<file path="src/rtl/elink_pkg.sv">
package elink_pkg;

   // Event encoding on the link pair: bit 0 = set, bit 1 = reset.
   typedef enum logic [1:0] {
      EV_NONE = 2'b00,
      EV_SET  = 2'b01,
      EV_RST  = 2'b10,
      EV_BOTH = 2'b11
   } link_ev_e;

   function automatic link_ev_e ev_for_level(input logic lvl);
      return lvl ? EV_SET : EV_RST;
   endfunction

endpackage

</file>
<file path="src/rtl/elink_glitch_filter.sv">
module elink_glitch_filter #(
   parameter int FILT_CYCLES    = 4,
   parameter bit FILTER_PRESENT = 1'b1
) (
   input  logic clk,
   input  logic rst_n,
   input  logic din,
   input  logic bypass,
   output logic level
);

   logic din_q;
   logic filt_out;

   always_ff @(posedge clk) begin
      if (!rst_n) din_q <= 1'b0;
      else        din_q <= din;
   end

   generate
      if (FILTER_PRESENT && (FILT_CYCLES > 1)) begin : g_counter
         localparam int CW = $clog2(FILT_CYCLES);
         logic [CW-1:0] run_cnt;
         logic          take;

         assign take     = (din_q != level) && (run_cnt == CW'(FILT_CYCLES - 1));
         assign filt_out = take ? din_q : level;

         always_ff @(posedge clk) begin
            if (!rst_n)                      run_cnt <= '0;
            else if (bypass || din_q == level) run_cnt <= '0;
            else if (take)                   run_cnt <= '0;
            else                             run_cnt <= run_cnt + 1'b1;
         end
      end else begin : g_pass
         assign filt_out = din_q;
      end
   endgenerate

   always_ff @(posedge clk) begin
      if (!rst_n) level <= 1'b0;
      else        level <= bypass ? din_q : filt_out;
   end

   generate
      if (FILTER_PRESENT && (FILT_CYCLES > 1)) begin : g_chk
         AST_FILT_HOLD: assert property (@(posedge clk) disable iff (!rst_n)
            (!bypass && din_q == level) |=> $stable(level));
      end
   endgenerate

endmodule

</file>
<file path="src/rtl/elink_tx.sv">
module elink_tx
   import elink_pkg::*;
#(
   parameter int REFRESH_CYCLES = 50
) (
   input  logic clk,
   input  logic rst_n,
   input  logic level,
   output logic set_o,
   output logic rst_o
);

   localparam int RW = $clog2(REFRESH_CYCLES + 1);

   logic          lvl_d;
   logic          first;
   logic [RW-1:0] ref_cnt;
   logic          fire;
   link_ev_e      ev_q;

   assign fire = first || (level != lvl_d) || (ref_cnt == RW'(REFRESH_CYCLES - 1));

   always_ff @(posedge clk) begin
      if (!rst_n) begin
         lvl_d   <= 1'b0;
         first   <= 1'b1;
         ref_cnt <= '0;
         ev_q    <= EV_NONE;
      end else begin
         lvl_d   <= level;
         first   <= 1'b0;
         ref_cnt <= fire ? '0 : ref_cnt + 1'b1;
         ev_q    <= fire ? ev_for_level(level) : EV_NONE;
      end
   end

   assign set_o = ev_q[0];
   assign rst_o = ev_q[1];

   // Independent spacing monitor for the refresh guarantee.
   logic [RW:0] gap;
   always_ff @(posedge clk) begin
      if (!rst_n)                gap <= '0;
      else if (ev_q == EV_NONE)  gap <= gap + 1'b1;
      else                       gap <= '0;
   end

   AST_TX_REFRESH_GAP: assert property (@(posedge clk) disable iff (!rst_n)
      gap < (RW+1)'(REFRESH_CYCLES));
   AST_TX_RISE_SET: assert property (@(posedge clk) disable iff (!rst_n)
      (level && !lvl_d) |=> set_o);
   AST_TX_FALL_RST: assert property (@(posedge clk) disable iff (!rst_n)
      (!level && lvl_d) |=> rst_o);
   AST_TX_EXCLUSIVE: assert property (@(posedge clk) disable iff (!rst_n)
      $onehot0({set_o, rst_o}));

endmodule

</file>
<file path="src/rtl/elink_rx.sv">
module elink_rx
   import elink_pkg::*;
#(
   parameter int TIMEOUT_CYCLES = 200
) (
   input  logic clk,
   input  logic rst_n,
   input  logic set_i,
   input  logic rst_i,
   output logic dout,
   output logic failsafe
);

   localparam int TW = $clog2(TIMEOUT_CYCLES);

   link_ev_e      ev;
   logic          q;
   logic [TW-1:0] timer;

   assign ev = link_ev_e'({rst_i, set_i});

   always_ff @(posedge clk) begin
      if (!rst_n) begin
         q        <= 1'b1;
         failsafe <= 1'b1;
         timer    <= '0;
      end else begin
         case (ev)
            EV_SET:  q <= 1'b1;
            EV_RST:  q <= 1'b0;
            default: q <= q;
         endcase
         if (ev != EV_NONE) begin
            timer    <= '0;
            failsafe <= 1'b0;
         end else if (timer == TW'(TIMEOUT_CYCLES - 1)) begin
            failsafe <= 1'b1;
         end else begin
            timer <= timer + 1'b1;
         end
      end
   end

   assign dout = failsafe | q;

   AST_RX_SET_STORES: assert property (@(posedge clk) disable iff (!rst_n)
      (set_i && !rst_i) |=> (dout && !failsafe));
   AST_RX_RST_STORES: assert property (@(posedge clk) disable iff (!rst_n)
      (rst_i && !set_i) |=> (!dout && !failsafe));
   AST_RX_ILLEGAL_HOLD: assert property (@(posedge clk) disable iff (!rst_n)
      (set_i && rst_i) |=> $stable(q));
   AST_RX_FS_CLEAR: assert property (@(posedge clk) disable iff (!rst_n)
      (set_i || rst_i) |=> !failsafe);
   AST_RX_FS_STICKY: assert property (@(posedge clk) disable iff (!rst_n)
      (failsafe && !set_i && !rst_i) |=> (failsafe && dout));

endmodule

</file>
<file path="src/rtl/edge_link_failsafe.sv">
module edge_link_failsafe #(
   parameter int FILT_CYCLES    = 4,
   parameter bit FILTER_PRESENT = 1'b1,
   parameter int REFRESH_CYCLES = 50,
   parameter int TIMEOUT_CYCLES = 200
) (
   input  logic clk,
   input  logic rst_n,
   input  logic din,
   input  logic filt_bypass,
   output logic tx_set_o,
   output logic tx_rst_o,
   input  logic rx_set_i,
   input  logic rx_rst_i,
   output logic dout,
   output logic failsafe_o
);

   generate
      if (FILT_CYCLES < 1) begin : g_bad_filt
         $error("FILT_CYCLES must be at least 1");
      end
      if (REFRESH_CYCLES < 2) begin : g_bad_ref
         $error("REFRESH_CYCLES must be at least 2");
      end
      if (REFRESH_CYCLES * 2 > TIMEOUT_CYCLES) begin : g_bad_ratio
         $error("REFRESH_CYCLES must be at most half of TIMEOUT_CYCLES");
      end
   endgenerate

   logic level;

   elink_glitch_filter #(
      .FILT_CYCLES    (FILT_CYCLES),
      .FILTER_PRESENT (FILTER_PRESENT)
   ) u_filt (
      .clk    (clk),
      .rst_n  (rst_n),
      .din    (din),
      .bypass (filt_bypass),
      .level  (level)
   );

   elink_tx #(
      .REFRESH_CYCLES (REFRESH_CYCLES)
   ) u_tx (
      .clk   (clk),
      .rst_n (rst_n),
      .level (level),
      .set_o (tx_set_o),
      .rst_o (tx_rst_o)
   );

   elink_rx #(
      .TIMEOUT_CYCLES (TIMEOUT_CYCLES)
   ) u_rx (
      .clk      (clk),
      .rst_n    (rst_n),
      .set_i    (rx_set_i),
      .rst_i    (rx_rst_i),
      .dout     (dout),
      .failsafe (failsafe_o)
   );

endmodule

</file>
<file path="config.mk">
export PLATFORM = sky130hd
export DESIGN_NAME = edge_link_failsafe
export DESIGN_NICKNAME = d
export VERILOG_FILES = /design/src/rtl/elink_pkg.sv /design/src/rtl/elink_glitch_filter.sv /design/src/rtl/elink_tx.sv /design/src/rtl/elink_rx.sv /design/src/rtl/edge_link_failsafe.sv
export SDC_FILE = /design/constraint.sdc
export NUM_CORES = 1
export LEC_CHECK = 0
export CAP_MARGIN = 20
export CORE_UTILIZATION = 55
export CTS_CLUSTER_DIAMETER = 80
export DETAILED_ROUTE_END_ITERATION = 8
export PLACE_DENSITY_LB_ADDON = 0.3
export SLEW_MARGIN = 40
export SYNTH_ARGS = -nofsm -noshare
export SYNTH_HDL_FRONTEND = slang
export SYNTH_SLANG_ARGS = --single-unit
</file>
<file path="constraint.sdc">
create_clock -name clk -period 2.46 [get_ports clk]
set_clock_uncertainty 0.15 [all_clocks]
set_input_delay 0.246 -clock clk [delete_from_list [all_inputs] [get_ports clk]]
set_output_delay 0.246 -clock clk [all_outputs]
set_load 0.005 [all_outputs]
</file>
== Word level (Yosys, flattened, before mapping) ==
Cells that the tools add are included.

* Register bits: 24
* Input port bits: 6
* Output and inout bits: 4
* Logic and storage cells: 42

* $add $sub $neg: 3
* Eq/ne operators: 8
* Muxes and demuxes: 7
* Bitwise logic cells: 2
* Reductions and logical operators: 12

{| class="wikitable"
|+ Operator list
! kind !! number
|-
| 8-bit by 1-bit adder with 8-bit output (second input constant) || 1
|-
| 8-bit equality test (second input constant) || 1
|-
| 2-bit nonzero test || 4
|-
| 6-bit by 1-bit adder with 6-bit output (second input constant) || 1
|-
| 6-bit equality test (second input constant) || 1
|-
| 1-bit two-way mux || 5
|-
| 2-bit equality test (second input constant) || 2
|-
| 2-bit OR reduction || 2
|-
| 1-bit logical OR || 3
|-
| 3-bit OR reduction || 1
|-
| 2-bit by 1-bit adder with 2-bit output (second input constant) || 1
|-
| 2-bit by 1-bit equality test with 1-bit output (second input constant) || 1
|-
| 2-bit two-way mux || 1
|-
| 1-bit inequality test || 2
|-
| 1-bit case mux with 2 select lines || 1
|-
| 2-bit AND reduction || 1
|-
| 1-bit equality test || 1
|-
| 1-bit logical AND || 1
|-
| 1-bit inverter || 1
|-
| 1-bit OR || 1
|}

== Longest topological paths before layout ==
Gate-level depths: netlist (run 1).

* Depth after elaboration: 4
* Mapped depth: 5
* Depth with buffers taken out: 5

== Hierarchy ==
A second synthesis (run 1) with hierarchy kept.

* Cells, all modules: 103
* Area, all modules: 1002.2 µm²

{| class="wikitable"
|+ Modules (own cells, without submodules)
! module !! times used !! cells each !! area each (µm²) !! seq. area each (µm²)
|-
| elink_rx || 1 || 54 || 484.2 || 200.2
|-
| elink_tx || 1 || 35 || 369.1 || 200.2
|-
| elink_glitch_filter || 1 || 14 || 148.9 || 80.1
|}

== Least setup slack after synthesis (run 1) ==
OpenSTA, ideal clock, no wires.

* Kind: register -> register
* From: reg u_tx.ref_cnt[1]
* To: reg u_tx.ref_cnt[5]
* Setup time: 0.070 ns
* Arrival: 1.209 ns
* Required time: 2.240 ns
* Slack: 1.031 ns
* Cell stages (with the launch flop): 6
* Path buffers: 0
* Clock period less this slack: 1.429 ns
* Path through: dfxtp_1 inv_1 ha_1 and2_1 a2111o_1 a21oi_1

* Cells in the longest elaborated chain, start to end: 3
* Elaborated cells between the ends (all ways): 4
* Those cells by class: add/sub: 1; eq/ne: 1; reduce/logical: 2

{| class="wikitable"
|+ Ends and longest elaborated chain
! item !! line !! RTL
|-
| start: declaration || elink_tx.sv:17 || <nowiki>logic [RW-1:0] ref_cnt;</nowiki>
|-
| start signal: assignment || elink_tx.sv:32 || <nowiki>ref_cnt <= fire ? '0 : ref_cnt + 1'b1;</nowiki>
|-
| branches (longest 3 deep; another with 6-bit by 1-bit adder with 6-bit output) || n/a ||
|}

Parallel ways; which one is timed is not known.
A chain may end at the register's enable or synchronous reset.

== Final worst setup path (run 1) ==
* From: reg u_rx.failsafe
* To: out dout

* Cells in the longest elaborated chain, start to end: 1

{| class="wikitable"
|+ Ends and longest elaborated chain
! item !! line !! RTL
|-
| start: declaration || elink_rx.sv:11 || <nowiki>output logic failsafe</nowiki>
|-
| start signal: assignment || elink_rx.sv:25 || <nowiki>failsafe <= 1'b1;</nowiki>
|-
| start signal: assignment || elink_rx.sv:35 || <nowiki>failsafe <= 1'b0;</nowiki>
|-
| start signal: assignment || elink_rx.sv:37 || <nowiki>failsafe <= 1'b1;</nowiki>
|-
| 1-bit OR || elink_rx.sv:44 || <nowiki>assign dout = failsafe | q;</nowiki>
|-
| end: declaration || edge_link_failsafe.sv:15 || <nowiki>output logic dout,</nowiki>
|}

Every way passes these cells.

==> results of run 1 <==
==> final cells by class <==
type	instances	area (sq um)	area share (%)
Multi-Input combinational cell	76	495.5	42.26
Sequential cell	24	480.5	40.98
Timing Repair Buffer	9	90.09	7.684
Tap cell	25	31.28	2.668
Clock inverter	1	30.03	2.561
Clock buffer	3	22.52	1.921
Inverter	6	22.52	1.921
==> layout by cell type, fill, tap and decap left out, drive strengths merged, types with 2 or more instances in the layout <==
cell,n
nand2,7
or3,4
nor2,10
nor3b,2
xor2,7
a21oi,7
o21ai,7
a211oi,2
dfxtp,24
clkdlybuf4s50,9
ha,6
clkbuf,3
and2,4
inv,6
nand3,7
nor3,3
==> registers in the layout, indices dropped and copies added, names as in the netlist <==
signal	cells
u_rx.failsafe	1
u_rx.q	1
u_tx.ev_q	2
u_filt.din_q	1
u_tx.lvl_d	1
u_rx.timer	8
u_tx.ref_cnt	6
u_filt.level	1
u_tx.first	1
u_filt.g_counter.run_cnt	2
==> worst paths after layout <==
| check | cells after the start | end |
|---|---|---|
| max reg2reg | 5 | u_tx.ref_cnt[2] |
| min reg2reg | 1 | u_filt.g_counter.run_cnt[0] |
| min | 1 | u_filt.g_counter.run_cnt[0] |
| max | 2 | dout |
==> stage by stage <==
stage | total power (uW) | util (%) | hold WS [ps] | instance area, sq um | std cells
2_1_floorplan | 431.6 | - | 157.9 | 1003 | 107
5_1_grt | 753.8 | 67.90 | 327.8 | 1172 | 144
4_1_cts | 732.6 | 67.90 | 288.8 | 1172 | 144
3_5_place_dp | 452.1 | 64.86 | 267.9 | 1120 | 140
6_report | 732.1 | 67.90 | 283.0 | 1172 | 144
3_3_place_gp | 450.1 | 64.86 | 256.6 | 1120 | 140
==> power breakdown <==
group	switching, uW	internal (uW)
sequential	6.55	398
combinational	16.9	21.5
clock	124	165
total	147	585
==> cells by family after synthesis <==
group | after synthesis | share of synthesized area, %
AO/OA/AOI/OAI | 19 | 11.72
XOR/XNOR | 8 | 6.983
adder cells (fa/ha/maj) | 6 | 7.481
buffers and inverters | 7 | 2.743
flip-flops | 24 | 47.88
AND/OR/NAND/NOR | 43 | 23.19
==> per-layer routing <==
metal	GRT usage [%]	vias up	wire length (microns)
met5	0	-	0
met4	9.091	0	32
met3	3.600	5	47
met2	31.76	13	814
met1	26.14	354	809
li1	-	393	-
==> critical path, stage by stage, from the launching register on <==
cell and delay (ps):
sky130_fd_sc_hd__dfxtp_1 350, sky130_fd_sc_hd__or2_2 290, sky130_fd_sc_hd__clkdlybuf4s50_1 450
==> flow_summary.yaml, run 1 <==
status:
  outcome: "finished, final reports clean"
clocking:
  cts_setup_buffers: 0
  cts.sinks: 24
  ctsRootBufferMaster: "sky130_fd_sc_hd__clkbuf_4"
  clock_buffers_created_by_tritoncts: 3
  holdBufCountCts: 0
  clock_tree.buffer_depth: 2
  htree_levels: 1
  clkSlewWorstSetupHoldPaths_ps: 140
  post_cts_resized: 0
  cts_tree: "built"
  clock_latency_ps: 330
worst_hold_path:
  startpoint_of_the_most_critical_hold_path: "u_filt.g_counter.run_cnt[0]"
  holdCritPathClass: "flop to flop"
logic_synthesis:
  syn-instance-count: 107
  synth.distinct_cells: 28
  synth_commonest_cells: "24 x sky130_fd_sc_hd__dfxtp_1, 10 x sky130_fd_sc_hd__nor2_1"
  post_synth_net_total: 119
  synth_edf_count: 0
  ys_async_sr_fraction_pct: 0
  synth_area_sq_mm: 0.001003
  yosys-top-cells-area: "sky130_fd_sc_hd__dfxtp_1 48%, sky130_fd_sc_hd__ha_1 7.5%, sky130_fd_sc_hd__xor2_1 6.1%"
  post-synth-top-area-fraction_pct: 47.88
  yosysWarningCount: 0
  yosysSeqAreaShare_pct: 47.88
  largest_area_contributor_in_the_netlist: "sky130_fd_sc_hd__dfxtp_1"
  dominantRegCellSynth: "sky130_fd_sc_hd__dfxtp_1"
  synth-seq-cells: 24
  avgSynthCellArea_sq_um: 9.378
  synthMostInstantiatedCell: "sky130_fd_sc_hd__dfxtp_1"
route:
  drt-total-wl_microns: 1703
  dr_vias: 765
  avgRoutedWirePerCell_microns: 11.83
  drc_errors: 0
  ant_nets: 0
  detailed_routing_iteration_count_for_the_pre_antenna_repair_pass: 4
  vias_per_cell: 5.313
  drt_iter0_drc: 12
sta:
  worst_slew_pin_slew_ps: 306.1
  timing.setup.tns_ps: 0
  hold_violations: 0
  setup_viol_count_final: 0
  post-route-min-period_ps: 1816
  max_slew_margin_pct: 79.54
  final.setup.worst_slack_ps: 644.2
  fmax_mhz: 550.7
  timing.final.max_slew_violations: 0
  post-route-period-util_pct: 73.81
  setup_repair_after_global_routing_missed_its_margin: "no"
power_and_ir_drop:
  leakagePower_uw: 0.0004476
  powerDensity_mw_per_mm2: 624.5
  vdd.ir_drop.worst_mv: 0.4458
cells_and_area:
  syn_to_final_growth_pct: 16.83
  drive_above_1_share_pct: 7.563
  fillCellCount: 145
  finalNetCount: 132
  antenna_cells_inserted: 0
worst_setup_path:
  reg2reg_from: "u_tx.ref_cnt[1]"
  crit_path_max_fanout: 3
  critical_path_capture_point_type: "output port"
  cp.arrival_ps: 1420
  startpoint_type: "flop"
  rrSetupSlack_ps: 880
  startpoint: "u_rx.failsafe"
  worstSetupPathType: "flop to output port"
  worstPathRequired_ps: 2060
grt:
  grt.total_usage_pct: 19.85
  first_global_vias: 694
  grt_antenna_before_repair: 0
  grt_first_pass_wirelength_microns: 2856
  grt_max_degree: 15
  gr-total-overflow: 0
placement:
  dp_worst_setup_slack_ps: 775.6
  place.gp.congestion: 0.7427
  final_hpwl_dp_microns: 1274
  port_buffers: 9
floorplan:
  die-area_sq_mm: 0.001999
  coreArea_sq_mm: 0.001727
  floorplan.initialDensity_pct: 58.12
  floorplan.io_pins: 10
  die_y_microns: 44.72
  die_width_microns: 44.72
  rows: 15
run:
  drv_cap: 0
Note: power is estimated with default switching activity, not from simulation.
==> run 2, diff against run 1 <==
--- a/config.mk
+++ b/config.mk
@@ -6,7 +6,7 @@
 export NUM_CORES = 1
 export LEC_CHECK = 0
 export CAP_MARGIN = 20
-export CORE_UTILIZATION = 55
+export CORE_UTILIZATION = 53
 export CTS_CLUSTER_DIAMETER = 80
 export DETAILED_ROUTE_END_ITERATION = 8
 export PLACE_DENSITY_LB_ADDON = 0.3
==> constraint.sdc (replaced) <==
create_clock -name clk -period 1.8 [get_ports clk]
set_clock_uncertainty 0.15 [all_clocks]
set_input_delay 0.18 -clock clk [delete_from_list [all_inputs] [get_ports clk]]
set_output_delay 0.18 -clock clk [all_outputs]
set_load 0.005 [all_outputs]
==> run 2 against run 1 <==
Cell count rose by 0.69%; cell area decreased by 0.75%; utilization is 1.2 points lower; register-to-register slack worse by 640 ps; largest power group unchanged; global-route usage down 1.6 points; sequential share of layout area is 0.31 points higher; worst setup slack got worse by 570 ps; critical path depth stayed put; clock power decreased by 5%; first-iteration DRC count fell by 8.3%.
==> flow_summary.yaml, run 2 (synthesized netlist as in run 1, its figures left out) <==
floorplan:
  die_width_microns: 45.51
  die_y_microns: 45.51
  rows: 15
  coreArea_sq_mm: 0.001745
  die-area_sq_mm: 0.002071
  floorplan.initialDensity_pct: 57.49
  floorplan.io_pins: 10
cells_and_area:
  syn_to_final_growth_pct: 15.96
  fillCellCount: 152
  most_common_cell_after_layout_fill_and_taps_aside: "sky130_fd_sc_hd__dfxtp_1"
  top_register: "u_rx.timer"
  final-seq-area_sq_um: 480.5
  layout.cells.most_common_list: "24 x sky130_fd_sc_hd__dfxtp_1, 10 x sky130_fd_sc_hd__nor2_1, 9 x sky130_fd_sc_hd__clkdlybuf4s50_1"
  final_area_sq_mm: 0.001164
  drive_above_1_share_pct: 8.333
  largest_registers: "u_rx.timer x8, u_tx.ref_cnt x6"
  multi_input_area_sq_um: 495.5
  final_cell_count_no_fill: 145
  largest_register_ffs: 8
  finalNetCount: 133
  antenna_cells_inserted: 0
grt:
  gr-total-overflow: 0
  first_global_vias: 667
  grt_first_pass_wirelength_microns: 2691
  grt_antenna_before_repair: 0
  grt.total_usage_pct: 18.26
  grt_max_degree: 14
sta:
  fmax_mhz: 577.8
  worst_slew_pin_slew_ps: 285.2
  post-route-period-util_pct: 96.15
  final.setup.worst_slack_ps: 69.28
  setup_repair_after_global_routing_missed_its_margin: "no"
  post-route-min-period_ps: 1731
  max_slew_margin_pct: 80.74
  timing.setup.tns_ps: 0
  hold_violations: 0
  setup_viol_count_final: 0
  timing.final.max_slew_violations: 0
placement:
  placed_cells: 141
  port_buffers: 9
  final_hpwl_dp_microns: 1223
  place.gp.congestion: 0.6882
  placed_cell_area_sq_mm: 0.001127
  dp_worst_setup_slack_ps: 261.8
route:
  drt-total-wl_microns: 1595
  drt_iter0_drc: 11
  detailed_routing_iteration_count_for_the_pre_antenna_repair_pass: 4
  drc_errors: 0
  avgRoutedWirePerCell_microns: 11.00
  vias_per_cell: 5.145
  dr_vias: 746
  ant_nets: 0
run:
  drv_cap: 0
worst_hold_path:
  holdCritPathClass: "flop to flop"
worst_setup_path:
  cp.arrival_ps: 1400
  critical_path_capture_point_type: "output port"
  crit_path_max_fanout: 3
  worstPathRequired_ps: 1470
  worstSetupPathType: "flop to output port"
  startpoint_type: "flop"
power_and_ir_drop:
  internal-power_uw: 698.2
  leakagePower_uw: 0.0004454
  vdd.ir_drop.worst_mv: 0.6523
  powerDensity_mw_per_mm2: 757.2
  finalPower_uw: 881.1
  clock_power_share_pct: 31.1
  power.net_switching_uw: 182.9
  power.share.switching_pct: 20.76
  power.share.sequential_pct: 62.8
  p_comb_share_pct: 6.2
clocking:
  holdBufCountCts: 0
  cts_tree: "built"
  clock_latency_ps: 300
  cts.sinks: 24
  htree_levels: 1
  cts_setup_buffers: 0
  post_cts_resized: 0
  clock_buffers_created_by_tritoncts: 3
  clkSlewWorstSetupHoldPaths_ps: 120
  clock_tree.buffer_depth: 2
  ctsRootBufferMaster: "sky130_fd_sc_hd__clkbuf_4"
status:
  outcome: "finished, final reports clean"
-- run 2: changes by cell type in the layout (fill, tap and decap cells not counted), sizes merged --
cell | previous run | this run
buf | 0 | 1
bufinv | 1 | 0
clkbuf | 3 | 4
-- run 2: cell type report --
type                            count  area share, %
Clock buffer                        4          3.118
Inverter                            6          1.935
Multi-Input combinational cell     76          42.58
Sequential cell                    24          41.29
Tap cell                           25          2.688
Timing Repair Buffer               10          8.387
-- run 2: power groups by stage --
stage	clock network, uW	registers (uW)	logic, uW
after CTS	282	553	55.0
after detailed placement	0	565	54.8
after global placement	0	564	52.7
after floorplan	0	563	26.4
after global routing	298	555	61.7
final	274	553	54.4
-- run 2: final timing paths --
kind / startpoint / end / slack, ps / cells past startpoint
setup / recovery: u_rx.failsafe / dout / 70 / 2
setup reg to reg: u_tx.ref_cnt[1] / u_tx.ref_cnt[5] / 240 / 5
hold reg to reg: u_filt.g_counter.run_cnt[0] / u_filt.g_counter.run_cnt[0] / 290 / 1
hold / removal: u_filt.g_counter.run_cnt[0] / u_filt.g_counter.run_cnt[0] / 290 / 1
-- run 2: per-layer routing --
layer  part of all wire (%)  vias up  track usage (%)
met1                     50      334            22.83
met2                     45       16            29.71
met3                    3.4        2            2.381
met5                      0        -                0
li1                       -      394                -
met4                    1.3        0            10.91
-- run 2: worst max-delay path: stages, from the launching register on --
cell,delay [ps]
sky130_fd_sc_hd__dfxtp_1,350
sky130_fd_sc_hd__or2_2,300
sky130_fd_sc_hd__clkdlybuf4s50_1,450
-- run 2: metrics by stage --
step	hold slack, ps	utilization, %
floorplan	91.94	-
global placement	257.7	64.59
detailed placement	272.3	64.59
CTS	287.8	66.67
global route	293.0	66.67
finish	286.0	66.67
==> run 3, diff against run 2 <==
--- a/config.mk
+++ b/config.mk
@@ -10,7 +10,7 @@
 export CTS_CLUSTER_DIAMETER = 80
 export DETAILED_ROUTE_END_ITERATION = 8
 export PLACE_DENSITY_LB_ADDON = 0.3
-export SLEW_MARGIN = 40
+export SKIP_LAST_GASP = 1
 export SYNTH_ARGS = -nofsm -noshare
 export SYNTH_HDL_FRONTEND = slang
 export SYNTH_SLANG_ARGS = --single-unit
==> results of run 3 <==
Same layout as run 2: the final DEF is identical, and so are final timing and power.
